===== src/rtl/walk_pkg.sv =====
// Package: shared types for the set/way maintenance walker.
// Assumes: one walk at a time; operation codes are single bit.
package walk_pkg;

    // Controller states: idle, issuing commands, waiting for the final barrier
    typedef enum logic [1:0] {
        ST_IDLE  = 2'd0,
        ST_WALK  = 2'd1,
        ST_FENCE = 2'd2
    } walk_state_e;

    // Maintenance operation code carried on the command port
    typedef enum logic {
        OP_INVAL       = 1'b0,
        OP_CLEAN_INVAL = 1'b1
    } maint_op_e;

endpackage


===== src/rtl/sw_type_decode.sv =====
// Module: sw_type_decode
// Decodes the cache type word into a presence flag and the index of the
// last set. The set count is 2^(BASE_WAY_LOG2 - LINE_SHIFT + size field).
// Assumes: a set count wider than SET_W is clamped to all ones.
module sw_type_decode #(
    parameter int WORD_W        = 32,
    parameter int SET_W         = 24,
    parameter int LINE_SHIFT    = 5,
    parameter int BASE_WAY_LOG2 = 13,
    parameter int SIZE_LSB      = 8,
    parameter int SIZE_W        = 4,
    parameter int PRES_LSB      = 3,
    parameter int PRES_W        = 5
) (
    input  logic [WORD_W-1:0] type_word_i,
    output logic              present_o,
    output logic [SET_W-1:0]  last_set_o
);
    localparam int SET_BASE_LOG2 = BASE_WAY_LOG2 - LINE_SHIFT;

    logic [SIZE_W-1:0] size_field;
    logic [PRES_W-1:0] pres_field;
    logic              unused_type_bits;

    assign size_field       = type_word_i[SIZE_LSB +: SIZE_W];
    assign pres_field       = type_word_i[PRES_LSB +: PRES_W];
    assign unused_type_bits = ^type_word_i;

    // Presence: any bit of the presence field set
    assign present_o = |pres_field;

    // Last set index: low (SET_BASE_LOG2 + size) bits set, clamped to SET_W
    always_comb begin
        int unsigned lg;
        lg = SET_BASE_LOG2 + int'(size_field);
        if (lg >= SET_W) begin
            last_set_o = '1;
        end else begin
            last_set_o = ~({SET_W{1'b1}} << lg);
        end
    end
endmodule


===== src/rtl/sw_index_ctr.sv =====
// Module: sw_index_ctr
// Set-major set/way position counter. The way advances first; on a way wrap
// the set advances. The last set index is captured on load and held.
// Assumes: step is not applied while load is high; holds at the final position.
module sw_index_ctr #(
    parameter int SET_W = 24,
    parameter int WAY_W = 3
) (
    input  logic             clk,
    input  logic             rst_n,
    input  logic             load_i,
    input  logic             step_i,
    input  logic [SET_W-1:0] last_set_i,
    output logic [SET_W-1:0] set_o,
    output logic [WAY_W-1:0] way_o,
    output logic             final_o
);
    localparam logic [WAY_W-1:0] WAY_MAX = '1;

    logic [SET_W-1:0] set_q;
    logic [WAY_W-1:0] way_q;
    logic [SET_W-1:0] last_q;

    // Final position: last way of the last captured set
    assign final_o = (way_q == WAY_MAX) && (set_q == last_q);
    assign set_o   = set_q;
    assign way_o   = way_q;

    // Position update: clear on load, advance way then set on step
    always_ff @(posedge clk) begin
        if (!rst_n) begin
            set_q  <= '0;
            way_q  <= '0;
            last_q <= '0;
        end else if (load_i) begin
            set_q  <= '0;
            way_q  <= '0;
            last_q <= last_set_i;
        end else if (step_i && !final_o) begin
            if (way_q == WAY_MAX) begin
                way_q <= '0;
                set_q <= set_q + 1'b1;
            end else begin
                way_q <= way_q + 1'b1;
            end
        end
    end

    // set index never passes the captured last set
    assert_set_bound_R2: assert property (@(posedge clk) disable iff (!rst_n)
        set_q <= last_q);

    // a way wrap moves to the next set at way 0
    assert_set_major_R4: assert property (@(posedge clk) disable iff (!rst_n)
        (step_i && !load_i && !final_o && way_q == WAY_MAX)
            |=> (way_q == '0) && (set_q == $past(set_q) + 1'b1));

    // without a step or load the position holds
    assert_pos_hold_R6: assert property (@(posedge clk) disable iff (!rst_n)
        (!step_i && !load_i) |=> $stable(set_q) && $stable(way_q));
endmodule


===== src/rtl/sw_operand_pack.sv =====
// Module: sw_operand_pack
// Packs the set/way position into the command operand: way in the top
// WAY_W bits, set just above the line offset, line offset bits zero.
// Assumes: WAY_W + SET_W + LINE_SHIFT equals WORD_W.
module sw_operand_pack #(
    parameter int WORD_W     = 32,
    parameter int SET_W      = 24,
    parameter int WAY_W      = 3,
    parameter int LINE_SHIFT = 5
) (
    input  logic [SET_W-1:0]  set_i,
    input  logic [WAY_W-1:0]  way_i,
    output logic [WORD_W-1:0] operand_o
);
    localparam int WAY_LSB = WORD_W - WAY_W;

    // Field placement: one generate branch per bit position
    for (genvar b = 0; b < WORD_W; b++) begin : g_bit
        if (b >= WAY_LSB) begin : g_way
            assign operand_o[b] = way_i[b - WAY_LSB];
        end else if (b >= LINE_SHIFT) begin : g_set
            assign operand_o[b] = set_i[b - LINE_SHIFT];
        end else begin : g_off
            assign operand_o[b] = 1'b0;
        end
    end
endmodule


===== src/rtl/sw_walk_ctrl.sv =====
// Module: sw_walk_ctrl
// Sequences one walk: accepts a start when idle, offers commands until the
// final position is accepted, requests the barrier, then pulses done.
// Assumes: present_i and final_i are valid in the cycle they are used.
module sw_walk_ctrl
    import walk_pkg::*;
(
    input  logic clk,
    input  logic rst_n,
    input  logic start_i,
    input  logic present_i,
    input  logic op_sel_i,
    input  logic cmd_ready_i,
    input  logic final_i,
    input  logic fence_ack_i,
    output logic load_o,
    output logic step_o,
    output logic cmd_valid_o,
    output logic op_o,
    output logic fence_req_o,
    output logic done_o,
    output logic busy_o
);
    walk_state_e state_q;
    maint_op_e   op_q;
    logic        done_q;
    logic        accept;

    assign accept      = (state_q == ST_IDLE) && start_i;
    assign load_o      = accept && present_i;
    assign cmd_valid_o = (state_q == ST_WALK);
    assign step_o      = cmd_valid_o && cmd_ready_i;
    assign fence_req_o = (state_q == ST_FENCE);
    assign busy_o      = (state_q != ST_IDLE);
    assign done_o      = done_q;
    assign op_o        = op_q;

    // State, latched operation and done pulse
    always_ff @(posedge clk) begin
        if (!rst_n) begin
            state_q <= ST_IDLE;
            op_q    <= OP_INVAL;
            done_q  <= 1'b0;
        end else begin
            done_q <= 1'b0;
            unique case (state_q)
                ST_IDLE: begin
                    if (accept) begin
                        if (present_i) begin
                            state_q <= ST_WALK;
                            op_q    <= maint_op_e'(op_sel_i);
                        end else begin
                            done_q  <= 1'b1;
                        end
                    end
                end
                ST_WALK: begin
                    if (step_o && final_i) begin
                        state_q <= ST_FENCE;
                    end
                end
                ST_FENCE: begin
                    if (fence_ack_i) begin
                        state_q <= ST_IDLE;
                        done_q  <= 1'b1;
                    end
                end
                default: state_q <= ST_IDLE;
            endcase
        end
    end

    // done lasts a single cycle
    assert_done_pulse_R8: assert property (@(posedge clk) disable iff (!rst_n)
        done_o |=> !done_o);

    // done only follows an acknowledged barrier or an absent-cache start
    assert_done_cause_R8: assert property (@(posedge clk) disable iff (!rst_n)
        $rose(done_o) |-> $past(fence_req_o && fence_ack_i)
                       || $past(start_i && !busy_o && !present_i));

    // barrier request holds until acknowledged
    assert_fence_hold_R7: assert property (@(posedge clk) disable iff (!rst_n)
        (fence_req_o && !fence_ack_i) |=> fence_req_o);

    // the last accepted command leads straight to the barrier
    assert_fence_entry_R7: assert property (@(posedge clk) disable iff (!rst_n)
        (step_o && final_i) |=> fence_req_o && !cmd_valid_o);

    // a start while busy leaves the operation unchanged
    assert_busy_start_R10: assert property (@(posedge clk) disable iff (!rst_n)
        (busy_o && start_i) |=> $stable(op_o));
endmodule


===== src/rtl/setway_walker.sv =====
// Module: setway_walker (top)
// Walks every set and way of an 8-way cache, issuing one maintenance
// command per line on a valid/ready port, then a final barrier and a
// one-cycle done pulse. Type word and operation are sampled at start.
// Assumes: the command consumer keeps ready independent of the operand.
module setway_walker #(
    parameter int WORD_W        = 32,
    parameter int WAY_W         = 3,
    parameter int LINE_SHIFT    = 5,
    parameter int BASE_WAY_LOG2 = 13,
    parameter int SIZE_LSB      = 8,
    parameter int SIZE_W        = 4,
    parameter int PRES_LSB      = 3,
    parameter int PRES_W        = 5
) (
    input  logic              clk,
    input  logic              rst_n,
    input  logic              start_i,
    input  logic              op_sel_i,
    input  logic [WORD_W-1:0] type_word_i,
    output logic              cmd_valid_o,
    input  logic              cmd_ready_i,
    output logic [WORD_W-1:0] cmd_operand_o,
    output logic              cmd_op_o,
    output logic              barrier_req_o,
    input  logic              barrier_ack_i,
    output logic              busy_o,
    output logic              done_o
);
    localparam int WAY_LSB = WORD_W - WAY_W;
    localparam int SET_W   = WAY_LSB - LINE_SHIFT;

    logic             present;
    logic [SET_W-1:0] last_set;
    logic [SET_W-1:0] set_idx;
    logic [WAY_W-1:0] way_idx;
    logic             at_final;
    logic             load;
    logic             step;

    sw_type_decode #(
        .WORD_W(WORD_W), .SET_W(SET_W), .LINE_SHIFT(LINE_SHIFT),
        .BASE_WAY_LOG2(BASE_WAY_LOG2), .SIZE_LSB(SIZE_LSB), .SIZE_W(SIZE_W),
        .PRES_LSB(PRES_LSB), .PRES_W(PRES_W)
    ) u_decode (
        .type_word_i(type_word_i),
        .present_o  (present),
        .last_set_o (last_set)
    );

    sw_walk_ctrl u_ctrl (
        .clk        (clk),
        .rst_n      (rst_n),
        .start_i    (start_i),
        .present_i  (present),
        .op_sel_i   (op_sel_i),
        .cmd_ready_i(cmd_ready_i),
        .final_i    (at_final),
        .fence_ack_i(barrier_ack_i),
        .load_o     (load),
        .step_o     (step),
        .cmd_valid_o(cmd_valid_o),
        .op_o       (cmd_op_o),
        .fence_req_o(barrier_req_o),
        .done_o     (done_o),
        .busy_o     (busy_o)
    );

    sw_index_ctr #(.SET_W(SET_W), .WAY_W(WAY_W)) u_ctr (
        .clk       (clk),
        .rst_n     (rst_n),
        .load_i    (load),
        .step_i    (step),
        .last_set_i(last_set),
        .set_o     (set_idx),
        .way_o     (way_idx),
        .final_o   (at_final)
    );

    sw_operand_pack #(
        .WORD_W(WORD_W), .SET_W(SET_W), .WAY_W(WAY_W), .LINE_SHIFT(LINE_SHIFT)
    ) u_pack (
        .set_i    (set_idx),
        .way_i    (way_idx),
        .operand_o(cmd_operand_o)
    );

    // a stalled command keeps valid and its operand
    assert_stall_hold_R6: assert property (@(posedge clk) disable iff (!rst_n)
        (cmd_valid_o && !cmd_ready_i) |=> cmd_valid_o && $stable(cmd_operand_o));

    // operation code is constant across consecutive offered commands
    assert_op_hold_R5: assert property (@(posedge clk) disable iff (!rst_n)
        (cmd_valid_o && $past(cmd_valid_o)) |-> $stable(cmd_op_o));

    // an accepted non-wrapping command moves to the next way in the same set
    assert_way_step_R4: assert property (@(posedge clk) disable iff (!rst_n)
        (cmd_valid_o && cmd_ready_i && cmd_operand_o[WORD_W-1 -: WAY_W] != '1)
            |=> cmd_operand_o[WORD_W-1 -: WAY_W] == $past(cmd_operand_o[WORD_W-1 -: WAY_W]) + 1'b1
             && cmd_operand_o[WAY_LSB-1:0] == $past(cmd_operand_o[WAY_LSB-1:0]));

    // command port and barrier request are never active together
    assert_port_excl_R7: assert property (@(posedge clk) disable iff (!rst_n)
        !(cmd_valid_o && barrier_req_o));
endmodule


===== config.mk =====
export PLATFORM = sky130hd
export DESIGN_NAME = setway_walker
export DESIGN_NICKNAME = d
export VERILOG_FILES = /design/src/rtl/walk_pkg.sv /design/src/rtl/sw_type_decode.sv /design/src/rtl/sw_index_ctr.sv /design/src/rtl/sw_operand_pack.sv /design/src/rtl/sw_walk_ctrl.sv /design/src/rtl/setway_walker.sv
export SDC_FILE = /design/constraint.sdc
export NUM_CORES = 1
export LEC_CHECK = 0
export BUFFER_PORTS_ARGS = -buffer_cell sky130_fd_sc_hd__buf_2
export CORE_MARGIN = 8
export CORE_UTILIZATION = 54
export CTS_BUF_LIST = sky130_fd_sc_hd__clkbuf_4
export DETAILED_ROUTE_END_ITERATION = 12
export PLACE_DENSITY = 0.88
export SETUP_SLACK_MARGIN = 0.5
export SYNTH_ARGS = -nofsm -noshare
export SYNTH_HDL_FRONTEND = slang
export SYNTH_SLANG_ARGS = --single-unit

===== constraint.sdc =====
create_clock -name clk -period 2.6 [get_ports clk]
set_clock_uncertainty 0.1 [all_clocks]
set_input_delay 0.13 -clock clk [delete_from_list [all_inputs] [get_ports clk]]
set_output_delay 0.13 -clock clk [all_outputs]
set_load 0.05 [all_outputs]

# Yosys cells after proc, flatten, opt, wreduce, memory -nomap -nowiden
# Cells that the tools add are included.
# classes
addsub	3
muxes	11
eq_ne	8
n_shift	1
n_lt_le_gt_ge	1
n_reduce_logical	14
bitwise_logic	2
# ops
op	n
$ge A32 B5 Y1 const B	1
$shl A24 B32 Y24 const A	1
$add A24 B1 Y24 const B	1
$eq A24 B24 Y1	1
$mux W24	1
$not A24 Y24	1
$mux W2	4
$logic_and A1 B1 Y1	6
$ne A2 B1 Y1 const B	3
$pmux W2 S3	1
$add A4 B4 Y5 const A	1
$reduce_or A5 Y1	1
$reduce_and A4 Y1	1
$add A3 B1 Y3 const B	1
$eq A3 B3 Y1 const B	1
$mux W1	3
$mux W3	1
$reduce_and A3 Y1	1
$eq A2 B1 Y1 const B	1
$eq A2 B2 Y1 const B	1
$logic_not A2 Y1	1
$ne A2 B2 Y1 const B	1
$pmux W1 S2	1
$reduce_and A2 Y1	1
4 further kinds	4
# totals
elab_cells	46
reg_bits	55
inputBits	38

# Longest topological paths before layout
# Gate-level depths: netlist of the first run.
# depth
ltp_word	5
ltp_mapped	8
mapped_depth_nobuf	7

# Cells and area by module
# Synthesis of the first run repeated with hierarchy kept, for this count alone.
# hier_totals
cells_unflattened	373
area_unflattened_um2	3344.5
# by_module_without_submodules
mod	seq_area_each_um2	area_per_inst_um2	cells_per_inst	n_inst
sw_index_ctr	1021.0	2666.3	281	1
sw_operand_pack	0.0	244.0	33	1
sw_type_decode	0.0	227.7	38	1
sw_walk_ctrl	80.1	206.4	21	1

# Worst setup path before layout of the first run
# OpenSTA, ideal clock, no wires.
# synth_path
path_kind	flip-flop to flip-flop
startpoint	register u_ctr.set_q[10] (netlist: u_ctr.set_o[10])
endpoint	register u_ctr.set_q[7] (netlist: u_ctr.set_o[7])
setup_ns	0.115
arrival_time_ns	2.072
stages_incl_launch_ff	9
setup_slack_ns	0.314
synth_period_minus_slack_ns	2.286
path_buffers	2
path_cell_list	dfxtp_1 > buf_2 > xnor2_1 > nand4_1 > nor4_2 > a21o_2 > buf_6 > nor4_1 > o21a_1
# synth_between
elab_chain_cells	5
# synth_lines
element	line_no	source
from (decl)	sw_index_ctr.sv:20	logic [SET_W-1:0] set_q;
from (signal assigned)	sw_index_ctr.sv:42	set_q <= set_q + 1'b1;
$eq A24 B24 Y1	sw_index_ctr.sv:25	assign final_o = (way_q == WAY_MAX) && (set_q == last_q);
$logic_and A1 B1 Y1	sw_index_ctr.sv:25	
$logic_not A1 Y1	sw_index_ctr.sv:39	end else if (step_i && !final_o) begin
$logic_and A1 B1 Y1	sw_index_ctr.sv:39	
$reduce_and A2 Y1 (no source line)	n/a	
# No other way between the ends.
# A chain may end at the register's enable or synchronous reset.

# Worst setup path after layout of the first run
# layout_path
startpoint	register u_ctr.last_q[6]
endpoint	register u_ctr.set_q[18] (netlist: u_ctr.set_o[18])
# layout_between
elab_chain_cells	5
# layout_lines
element	line_no	source
from (decl)	sw_index_ctr.sv:22	logic [SET_W-1:0] last_q;
from (signal assigned)	sw_index_ctr.sv:38	last_q <= last_set_i;
$eq A24 B24 Y1	sw_index_ctr.sv:25	
$logic_and A1 B1 Y1	sw_index_ctr.sv:25	
$logic_not A1 Y1	sw_index_ctr.sv:39	
$logic_and A1 B1 Y1	sw_index_ctr.sv:39	
$reduce_and A2 Y1 (no source line)	n/a	
# No other way between the ends.

==> results of run 1 <==
kinds of logic after synthesis:
group                      share of synthesized area, %
DFF                                                37.9
other                                             0.142
AOI/OAI and AO/OA                                  18.3
adders and majority gates                          1.42
xor gates and xnor gates                           7.29
and+or+nand+nor                                    27.5
buffers and inverters                              5.21
muxes                                              2.27
routing by layer:
metal / up-vias / track usage (%) / wire (um)
li1: 1224 / - / -
met1: 1282 / 21.1 / 2870
met2: 147 / 31.9 / 3690
met3: 38 / 4.30 / 587
met4: 0 / 8.12 / 289
met5: - / 0 / 0
report_power, final:
part           leakage (uW)  switching [uW]  internal, uW
sequential         0.000418            20.8           788
clock             0.0000528             247           296
combinational      0.000925             144          80.6
total               0.00140             412          1160
registers in the layout, indices dropped and copies added, names as in the netlist:
signal / flops
u_ctrl.state_q: 2
u_ctr.set_o: 24
u_ctrl.done_o: 1
u_ctrl.op_o: 1
u_ctr.last_q: 19
u_ctr.way_o: 3
area by class of cell:
| type | count | share of cell area, % |
|---|---|---|
| Multi-Input combinational cell | 238 | 50.7 |
| Timing Repair Buffer | 66 | 12.1 |
| Clock buffer | 5 | 1.13 |
| Tap cell | 67 | 2.53 |
| Inverter | 4 | 0.454 |
| Clock inverter | 3 | 1.93 |
| Sequential cell | 50 | 31.1 |
worst reg2reg max path, delay by kind of cell (launching register included):
| kind | cells | cell delay [ps] |
|---|---|---|
| flip-flops | 1 | 410 |
| buffers and inverters | 1 | 160 |
| AO/OA/AOI/OAI | 2 | 380 |
| AND/OR/NAND/NOR | 4 | 1090 |
per-stage QoR:
step           hold slack (ps)  area, um^2  utilization [%]  power, uW
6_report                  17.5        3310             70.0       1580
3_3_place_gp               225        2910             61.6       1010
3_5_place_dp               252        2910             61.6       1010
5_1_grt                   16.6        3310             70.0       1630
4_1_cts                   3.31        3100             65.6       1560
2_1_floorplan              131        2690                -        974
final timing paths:
| kind | end | slack, ps | cells after the start |
|---|---|---|---|
| setup / recovery | u_ctr.set_o[18] | 410 | 7 |
| setup reg to reg | u_ctr.set_o[18] | 410 | 7 |
| hold reg to reg | u_ctrl.op_o | 390 | 2 |
| hold / removal | u_ctr.last_q[15] | 20 | 3 |
timing repair:
action	4_1_cts	5_1_grt
buffers inserted	3	8
resized for setup	2	35
hold buffers	5	0
cloned	1	0
pin swaps	0	15
hold endpoints to repair	5	0
endpoints found under the setup margin	13	26
cell usage in the layout (no fill, tap or decap), types with 4 or more instances in the layout:
master / synthesis / layout
buf_2: 2 / 46
nand2_1: 39 / 38
dfxtp_1: 50 / 29
xnor2_1: 22 / 22
dfxtp_2: 0 / 20
nor2_1: 17 / 15
nand4_1: 14 / 14
buf_4: 6 / 13
nand3_1: 12 / 12
a21oi_1: 16 / 11
and3_1: 9 / 9
a21boi_0: 8 / 8
o21ai_0: 7 / 6
mux2i_1: 6 / 6
o211a_1: 6 / 5
and2_1: 5 / 5
a31oi_1: 5 / 5
conb_1: 1 / 5
clkbuf_4: 0 / 5
dlygate4sd3_1: 0 / 5
inv_1: 4 / 4
o21a_1: 4 / 4
o211ai_1: 4 / 4
a21oi_2: 0 / 4
nand2b_1: 5 / 4
a41o_1: 4 / 4
==> out/metrics.cfg, run 1 <==
[timing]
relSlewSlack_pct=58.7
fmax_mhz=456
finalSetupViolCount=0
tightest_slew_ps=620
hold_viol=0
finalCriticalPeriod_ps=2190
rsz0062_at_grt=true
layout_setup_ws_ps=409
tns_ps=0
drv_slew=0
finalCritPeriodShare_pct=84.3

[global_routing]
grt_max_degree=26
track_usage_pct=18.5
antenna_found_initial=0
grt_pass1_wl_um=11300
grt-ovfl-total=0
grt_pass1_vias=2398

[synthesis]
async_flop_share_pct=0
syn_area_um2=2640
synthFlopType=dfxtp_1
synth_edf_count=0
syn_inst=307
seq_area_frac_synth_pct=37.9
synth.distinct_cells=50
synthTopCellsByArea=dfxtp_1 (38%), xnor2_1 (7.3%), nand2_1 (5.5%), nand4_1 (3.3%), a21oi_1 (3.0%)
post-synth-top-count-cell=dfxtp_1
synth_top_area_share_pct=37.9
ys_warn_count=0
synth_top_area_cell=dfxtp_1
ys_ff_latch=50
synthTopCellsByCount=dfxtp_1 (50), nand2_1 (39), xnor2_1 (22), nor2_1 (17), a21oi_1 (16)
avgSynthCellArea_um2=8.61

[cells_and_area]
fin_cells=433
area_growth_pct=25.2
finalNetCount=406
drive_above_1_share_pct=33.3
diodes=0
multiInputGateArea_um2=1680
layout.area.seq_um2=1030
nFillCells=347

[cts]
clkSinkCount=50
insertion_delay_ps=370
numCtsBuffers=5
cts_tree=built
clkTransAtPathRegs_ps=140
clockBufferDepth=2
h-tree-depth=2
root_buffer=clkbuf_4

[placement]
placedCellCount=408
gp_congestion=0.905
pre_cts_ws_ps=230
dp_hpwl_um=4610
io_buffers=46

[die]
die_x_um=86.0
ios=75
rows=25
coreArea_um2=4720
initial_core_util_pct=55.9
dieArea_um2=7390
die_h_um=86.0

[critical_path]
worst_r2r_startpoint=u_ctr.last_q[6]
crit_path_end_kind=flop
required_ps=2810
path_class=reg2reg
cpPeakStageDelay_ps=520
cp_slowest_cell=or4_4
crit_start=u_ctr.last_q[6]
cp-start-kind=flop
cp_cell_sequence=and4_1 > nor2_2 > nor4_4 > buf_4 > a21o_4 > or4_4 > a21oi_2
crit_buf_inv=1
arrival_ps=2400
critical_path.top_delay_family=simple AND/OR/NAND/NOR gates
critPathMaxFanout=8

[worst_hold_path]
min_path_type=in2reg
hold_path.startpoint=type_word_i[11]

[detailed_routing]
ant_nets=0
drt_iter0_markers=335
wl_per_cell_um=17.2
drcViolationCount=0
drtPass1Iterations=7
vias_per_cell=6.21
routed_wl_um=7430
vias=2691

[run]
max-cap-violations=0

[power]
leakagePower_uw=0.00140
power.density_nw_per_um2=476
ir_worst_vdd_v=0.000227

[run_status]
status=finished clean

(Power assumes the default switching activity.)
==> run 2: changes to the inputs <==
Clock period 2.6 ns to 2.2 ns, I/O delays scaled along.
==> run 2 against run 1 <==
Net effect:
- clock power is 3% higher
- die area stayed put
- fmax is 2.9% higher
- critical path type unchanged
- largest cell class unchanged
- largest power group unchanged
==> out/metrics.cfg, run 2 (same netlist as run 1, synthesis figures left out) <==
[run_status]
status=finished clean  ; unchanged

[timing]
hold_viol=0  ; unchanged
rsz0062_at_grt=true  ; unchanged
finalCriticalPeriod_ps=2130  ; was 2190 ps
drv_slew=0  ; unchanged
finalSetupViolCount=0  ; unchanged
timing.hold.ws_ps=29.5  ; was 17.5 ps
tns_ps=0  ; unchanged
fmax_mhz=470  ; was 456 MHz
finalCritPeriodShare_pct=96.8  ; was 84.3%

[power]
swShare_pct=27.8  ; was 26.1%
comb_power_share_pct=16.7  ; was 14.3%
ir_worst_vdd_v=0.000321  ; was 0.000227 V
switching_power_uw=503  ; was 412 uW
p_int_uw=1310  ; was 1160 uW
power.density_nw_per_um2=514  ; was 476 nW/um^2
p_clk_share_pct=30.8  ; was 34.5%
seq_power_share_pct=52.6  ; was 51.3%
leakagePower_uw=0.00145  ; was 0.00140 uW

[cells_and_area]
nFillCells=332  ; was 347
mostFrequentLayoutCell=buf_2  ; unchanged
area_growth_pct=33.2  ; was 25.2%
finalNetCount=410  ; was 406
layout_common_cells=buf_2 (46), nand2_1 (37), dfxtp_1 (20), dfxtp_2 (20), nor2_1 (16)  ; was buf_2 (46), nand2_1 (38), dfxtp_1 (29)
largest_register_ff_count=24  ; unchanged
fin_cells=437  ; was 433
drive_above_1_share_pct=40.0  ; was 33.3%
diodes=0  ; unchanged
fin_util_pct=74.5  ; was 70.0%

[global_routing]
grt_pass1_vias=2538  ; was 2398
grt_max_degree=21  ; was 26
grt-ovfl-total=0  ; unchanged
track_usage_pct=19.6  ; was 18.5%
grt_pass1_wl_um=11800  ; was 11300 um
antenna_found_initial=0  ; unchanged

[critical_path]
arrival_ps=2310  ; was 2400 ps
cp_cell_sequence=xnor2_4 > nand4_1 > nor4_4 > a21oi_4 > buf_6 > a31o_4  ; was and4_1 > nor2_2 > nor4_4 > buf_4 > a21o_4 > or4_4 > a21oi_2
cp-start-kind=flop  ; unchanged
r2r_end=u_ctr.set_o[2]  ; was u_ctr.set_o[18]
required_ps=2380  ; was 2810 ps
ff2ff_path_depth=6  ; was 7
cp_slowest_cell=nor4_4  ; was or4_4
critPathMaxFanout=8  ; unchanged
crit_buf_inv=1  ; unchanged
path_class=reg2reg  ; unchanged
crit_path_end_kind=flop  ; unchanged
cpPeakStageDelay_ps=540  ; was 520 ps
worst_r2r_startpoint=u_ctr.set_o[15]  ; was u_ctr.last_q[6]
critical_path.top_delay_family=simple AND/OR/NAND/NOR gates  ; unchanged
reg2reg_slack_ps=70  ; was 410 ps

[placement]
io_buffers=46  ; unchanged
gp_congestion=0.882  ; was 0.905
placedCellCount=411  ; was 408
dp_hpwl_um=4890  ; was 4610 um

[worst_hold_path]
min_path_type=in2reg  ; unchanged
hold_depth=4  ; was 3
hold_end=u_ctrl.done_o  ; was u_ctr.last_q[15]
hold_path.startpoint=type_word_i[4]  ; was type_word_i[11]

[die]
rows=25  ; unchanged
die_h_um=86.0  ; unchanged
initial_core_util_pct=55.9  ; unchanged
dieArea_um2=7390  ; unchanged
ios=75  ; unchanged
coreArea_um2=4720  ; unchanged
die_x_um=86.0  ; unchanged

[cts]
clkSinkCount=50  ; unchanged
cts_tree=built  ; unchanged
numCtsBuffers=5  ; unchanged
h-tree-depth=2  ; unchanged
root_buffer=clkbuf_4  ; unchanged
clockBufferDepth=2  ; unchanged
insertion_delay_ps=380  ; was 370 ps
clkTransAtPathRegs_ps=140  ; about the same

[detailed_routing]
routed_wl_um=7890  ; was 7430 um
drcViolationCount=0  ; unchanged
ant_nets=0  ; unchanged
drtPass1Iterations=4  ; was 7
drt_iter0_markers=196  ; was 335
vias=2728  ; was 2691
wl_per_cell_um=18.1  ; was 17.2 um
vias_per_cell=6.24  ; was 6.21

[run]
max-cap-violations=0  ; unchanged

-- run 2: cell count changes in the layout (fill, tap and decap cells not counted), sizes merged --
cell / before / now
buf: 61 / 63
clkbuf: 5 / 7
dlygate4sd3: 5 / 7
bufinv: 2 / 1
clkinv: 1 / 0
-- run 2: cell type report --
class                           instances  area [um^2]  share of cell area, %
Multi-Input combinational cell        238         1820                   51.6
Sequential cell                        50         1060                   30.2
Timing Repair Buffer                   70          459                   13.0
Tap cell                               67         83.8                   2.38
Clock buffer                            7         52.6                   1.49
Clock inverter                          1         30.0                  0.853
Inverter                                4         15.0                  0.426
-- run 2: layer usage --
| layer | up-vias | track usage (%) | wire, um |
|---|---|---|---|
| met1 | 1334 | 21.4 | 3100 |
| met2 | 123 | 34.1 | 4000 |
| li1 | 1239 | - | - |
| met4 | 0 | 10.4 | 276 |
| met3 | 32 | 4.97 | 520 |
| met5 | - | 0 | 0 |
-- run 2: how the worst max path moves through the flow --
stage                                from               to  slack [ps]  depth (start not counted)
final                     u_ctr.set_o[15]   u_ctr.set_o[2]          70                          6
after global placement     u_ctr.set_o[2]  u_ctr.set_o[23]         110                          6
after CTS                  u_ctr.set_o[2]   u_ctr.set_o[9]         160                          6
after floorplan            u_ctr.way_o[0]   u_ctr.set_o[7]         230                          8
after global routing       u_ctr.way_o[0]   u_ctr.set_o[5]         -20                          7
after detailed placement   u_ctr.set_o[2]  u_ctr.set_o[13]          60                          6
-- run 2: repair_timing --
item | CTS | global route
gates resized for setup | 23 | 25
pin swaps | 7 | 22
hold buffers | 7 | 0
setup endpoints to repair | 29 | 36
cloned | 0 | 1
endpoints found under the hold margin | 10 | 0
buffers inserted | 3 | 7
-- run 2: power groups by stage --
stage                     logic, uW  registers, uW  clock network (uW)
after floorplan                 186            970                   0
after global placement          237            968                   0
after detailed placement        244            969                   0
after CTS                       272            950                 558
after global routing            322            953                 598
final                           301            951                 557
-- run 2: worst reg2reg max path, delay by kind of cell (launching register included) --
family	cells	cell delay, ps
compound gates	2	390
buf+inv	1	180
flops	1	400
simple gates	2	740
xor+xnor	1	240
-- run 2: through the flow --
step / worst slack [ps] / total power [uW] / cell area, um^2
6_report: 71.1 / 1810 / 3520
3_5_place_dp: 56.8 / 1210 / 3050
4_1_cts: 157 / 1780 / 3340
5_1_grt: -18.8 / 1870 / 3520
2_1_floorplan: 227 / 1160 / 2800
3_3_place_gp: 112 / 1200 / 3050
==> run 3: changes to the inputs <==
Settings changed: CORE_UTILIZATION 54 to 56, SYNTH_HIERARCHICAL set to 1.
==> run 3 against run 2 <==
Net effect:
- the flow now finishes with violations (setup timing)
- register-to-register slack worse by 230 ps
- first-iteration DRC count is 64% higher
- clock-buffer cell count is 2 lower
- clock power is 16% lower
- critical path depth is 2 higher
- fmax is 9.6% lower
- combinational power is 70% higher
- power is 13% higher
==> out/metrics.cfg, run 3 <==
[run_status]
status=complete, but fails checks  ; was finished clean
violations=setup timing

[synthesis]
synth.distinct_cells=56  ; was 50
ys_warn_count=6  ; was 0
post-synth-top-count-cell=dfxtp_1  ; unchanged
synthFlopType=dfxtp_1  ; unchanged
seq_area_frac_synth_pct=32.9  ; was 37.9%
avgSynthCellArea_um2=8.97  ; was 8.61 um^2
synthTopCellsByArea=dfxtp_1 (33%), xnor2_1 (9.4%), buf_4 (9.2%), mux2i_1 (8.7%), nor2b_1 (5.1%)  ; was dfxtp_1 (38%), xnor2_1 (7.3%), nand2_1 (5.5%), nand4_1 (3.3%), a21oi_1 (3.0%)
synth_top_area_share_pct=32.9  ; was 37.9%
syn_inst=373  ; was 307
synth_top_area_cell=dfxtp_1  ; unchanged
ys_ff_latch=55  ; was 50
synthTopCellsByCount=dfxtp_1 (55), buf_4 (41), xnor2_1 (36), nand2_1 (32), mux2i_1 (29)  ; was dfxtp_1 (50), nand2_1 (39), xnor2_1 (22), nor2_1 (17), a21oi_1 (16)
syn_area_um2=3340  ; was 2640 um^2
async_flop_share_pct=0  ; unchanged
synth_edf_count=0  ; unchanged

[timing]
finalCriticalPeriod_ps=2360  ; was 2130 ps
finalSetupViolCount=7  ; was 0
fmax_mhz=425  ; was 470 MHz
drv_slew=0  ; unchanged
finalCritPeriodShare_pct=107  ; was 96.8%
hold_viol=0  ; unchanged
rsz0062_at_grt=true  ; unchanged
layout_setup_ws_ps=-155  ; was 71.1 ps

[cells_and_area]
diodes=0  ; unchanged
mostFrequentLayoutCell=buf_4  ; was buf_2
drive_above_1_share_pct=45.5  ; was 40.0%
area_growth_pct=30.7  ; was 33.2%
design_area_um2=4370  ; was 3520 um^2
layout_common_cells=buf_4 (50), buf_2 (46), dfxtp_1 (36)  ; was buf_2 (46), nand2_1 (37), dfxtp_1 (20), dfxtp_2 (20), nor2_1 (16)
fin_util_pct=74.7  ; was 74.5%
finalNetCount=491  ; was 410

[power]
ir_worst_vdd_v=0.000399  ; was 0.000321 V
power.density_nw_per_um2=466  ; was 514 nW/um^2
power.total_uw=2040  ; was 1810 uW
leakagePower_uw=0.00177  ; was 0.00145 uW

[die]
coreArea_um2=5850  ; was 4720 um^2
ios=75  ; unchanged
dieArea_um2=8700  ; was 7390 um^2
rows=28  ; was 25
die_h_um=93.3  ; was 86.0 um
initial_core_util_pct=57.2  ; was 55.9%
die_x_um=93.3  ; was 86.0 um

[cts]
clkTransAtPathRegs_ps=170  ; was 140 ps
insertion_delay_ps=400  ; was 380 ps
h-tree-depth=2  ; unchanged
numCtsBuffers=5  ; unchanged
root_buffer=clkbuf_4  ; unchanged
clockBufferDepth=2  ; unchanged
clkSinkCount=55  ; was 50
cts_tree=built  ; unchanged

[detailed_routing]
drt_iter0_markers=322  ; was 196
drtPass1Iterations=5  ; was 4
routed_wl_um=11400  ; was 7890 um
ant_nets=0  ; unchanged
vias=3185  ; was 2728
vias_per_cell=6.06  ; was 6.24
wl_per_cell_um=21.7  ; was 18.1 um
drcViolationCount=0  ; unchanged

[critical_path]
critical_path.top_delay_family=simple AND/OR/NAND/NOR gates  ; unchanged
cpPeakStageDelay_ps=440  ; was 540 ps
ff2ff_path_depth=8  ; was 6
arrival_ps=2570  ; was 2310 ps
cp-start-kind=flop  ; unchanged
critPathMaxFanout=6  ; was 8
cp_slowest_cell=nor4_4  ; unchanged
crit_buf_inv=2  ; was 1
cp_cell_sequence=xnor2_1 > nand4_1 > nor4_4 > buf_4 > buf_6 > a21oi_4 > nand4_1 > mux2i_1  ; was xnor2_4 > nand4_1 > nor4_4 > a21oi_4 > buf_6 > a31o_4
required_ps=2420  ; was 2380 ps
reg2reg_slack_ps=-160  ; was 70 ps
crit_path_end_kind=flop  ; unchanged
cpMostUsedCell=nand4_1
path_class=reg2reg  ; unchanged
worst_r2r_startpoint=u_ctr/set_o[14]  ; was u_ctr.set_o[15]
r2r_end=u_ctr/set_o[13]  ; was u_ctr.set_o[2]

[worst_hold_path]
hold_path.startpoint=type_word_i[8]  ; was type_word_i[4]
hold_end=u_ctr/last_q[16]  ; was u_ctrl.done_o
min_path_type=in2reg  ; unchanged
hold_depth=4  ; unchanged

[global_routing]
grt_pass1_wl_um=14800  ; was 11800 um
antenna_found_initial=0  ; unchanged
track_usage_pct=21.7  ; was 19.6%
grt_max_degree=31  ; was 21
grt_pass1_vias=2956  ; was 2538
grt-ovfl-total=0  ; unchanged

[placement]
postPlaceCellArea_um2=3640  ; was 3050 um^2
gp_congestion=0.949  ; was 0.882
dp_hpwl_um=6020  ; was 4890 um
io_buffers=46  ; unchanged

[run]
max-cap-violations=0  ; unchanged

run 3: changes by cell type after synthesis, moves of 8 or more:
cell      before  now
nor2b_1        2   27
and3_1         9    1
mux2i_1        6   29
nor2_1        17   27
buf_4          6   41
xnor2_1       22   36
a21boi_0       8    0
run 3: metal layers:
layer	track usage [%]	up-vias	wire length (um)
met3	4.57	74	876
met5	0	-	0
met1	24.7	1502	4130
met2	36.4	245	5570
li1	-	1364	-
met4	13.6	0	819
run 3: worst reg2reg max path: stages (launching register included):
cell,delay (ps)
dfxtp_4,390
xnor2_1,260
nand4_1,240
nor4_4,440
buf_4,190
buf_6,150
a21oi_4,120
nand4_1,120
mux2i_1,270
run 3: through the flow:
stage	setup WS, ps	cells	setup TNS, ps	hold slack (ps)
2_1_floorplan	136	384	0	131
3_3_place_gp	118	476	0	227
3_5_place_dp	72.6	476	0	233
4_1_cts	119	513	0	5.72
5_1_grt	-131	526	-648	97.9
6_report	-155	526	-421	84.7
run 3: kinds of logic (layout without fill, tap and decap cells):
logic type,after synthesis,count (layout),share of synthesized area [%]
AO/OA/AOI/OAI,39,40,9.09
XOR/XNOR,37,37,9.91
adder cells (fa/ha/maj),3,3,1.12
buffers and inverters,63,129,12.4
flip-flops,55,55,32.9
multiplexers,29,29,8.68
other,3,14,0.337
AND/OR/NAND/NOR,144,144,25.5
run 3: where the power goes:
part	total, uW	internal [uW]	switching (uW)
clock network	467	123	344
registers	1060	1030	34.4
logic	512	220	293
total	2040	1370	671
run 3: layout make-up:
cell class / count / area, um^2
well taps: 75 / 93.8
clock inverters: 3 / 20.0
clock buffers: 5 / 37.5
fillers: 351 / 1480
flip-flops and latches: 55 / 1130
repair buffers: 114 / 811
inverters: 7 / 30.0
multi-input cells: 267 / 2240
run 3: what timing repair did:
item	CTS	global route
hold endpoints to repair	4	0
setup endpoints to repair	44	31
gates cloned	1	0
hold buffers	5	0
buffers inserted	23	13
gates resized for setup	29	38
pin swaps	24	26
run 3: how the worst max path moves through the flow:
stage                            from         endpoint  slack [ps]  cells past startpoint
floorplan           u_ctrl/state_q[0]   u_ctr/set_o[7]         140                      7
global placement       u_ctr/way_o[0]  u_ctr/set_o[23]         120                      8
detailed placement     u_ctr/way_o[0]  u_ctr/set_o[23]          70                      8
CTS                    u_ctr/way_o[1]  u_ctr/set_o[19]         120                      9
global route          u_ctr/set_o[14]  u_ctr/set_o[13]        -130                      8
finish                u_ctr/set_o[14]  u_ctr/set_o[13]        -160                      8
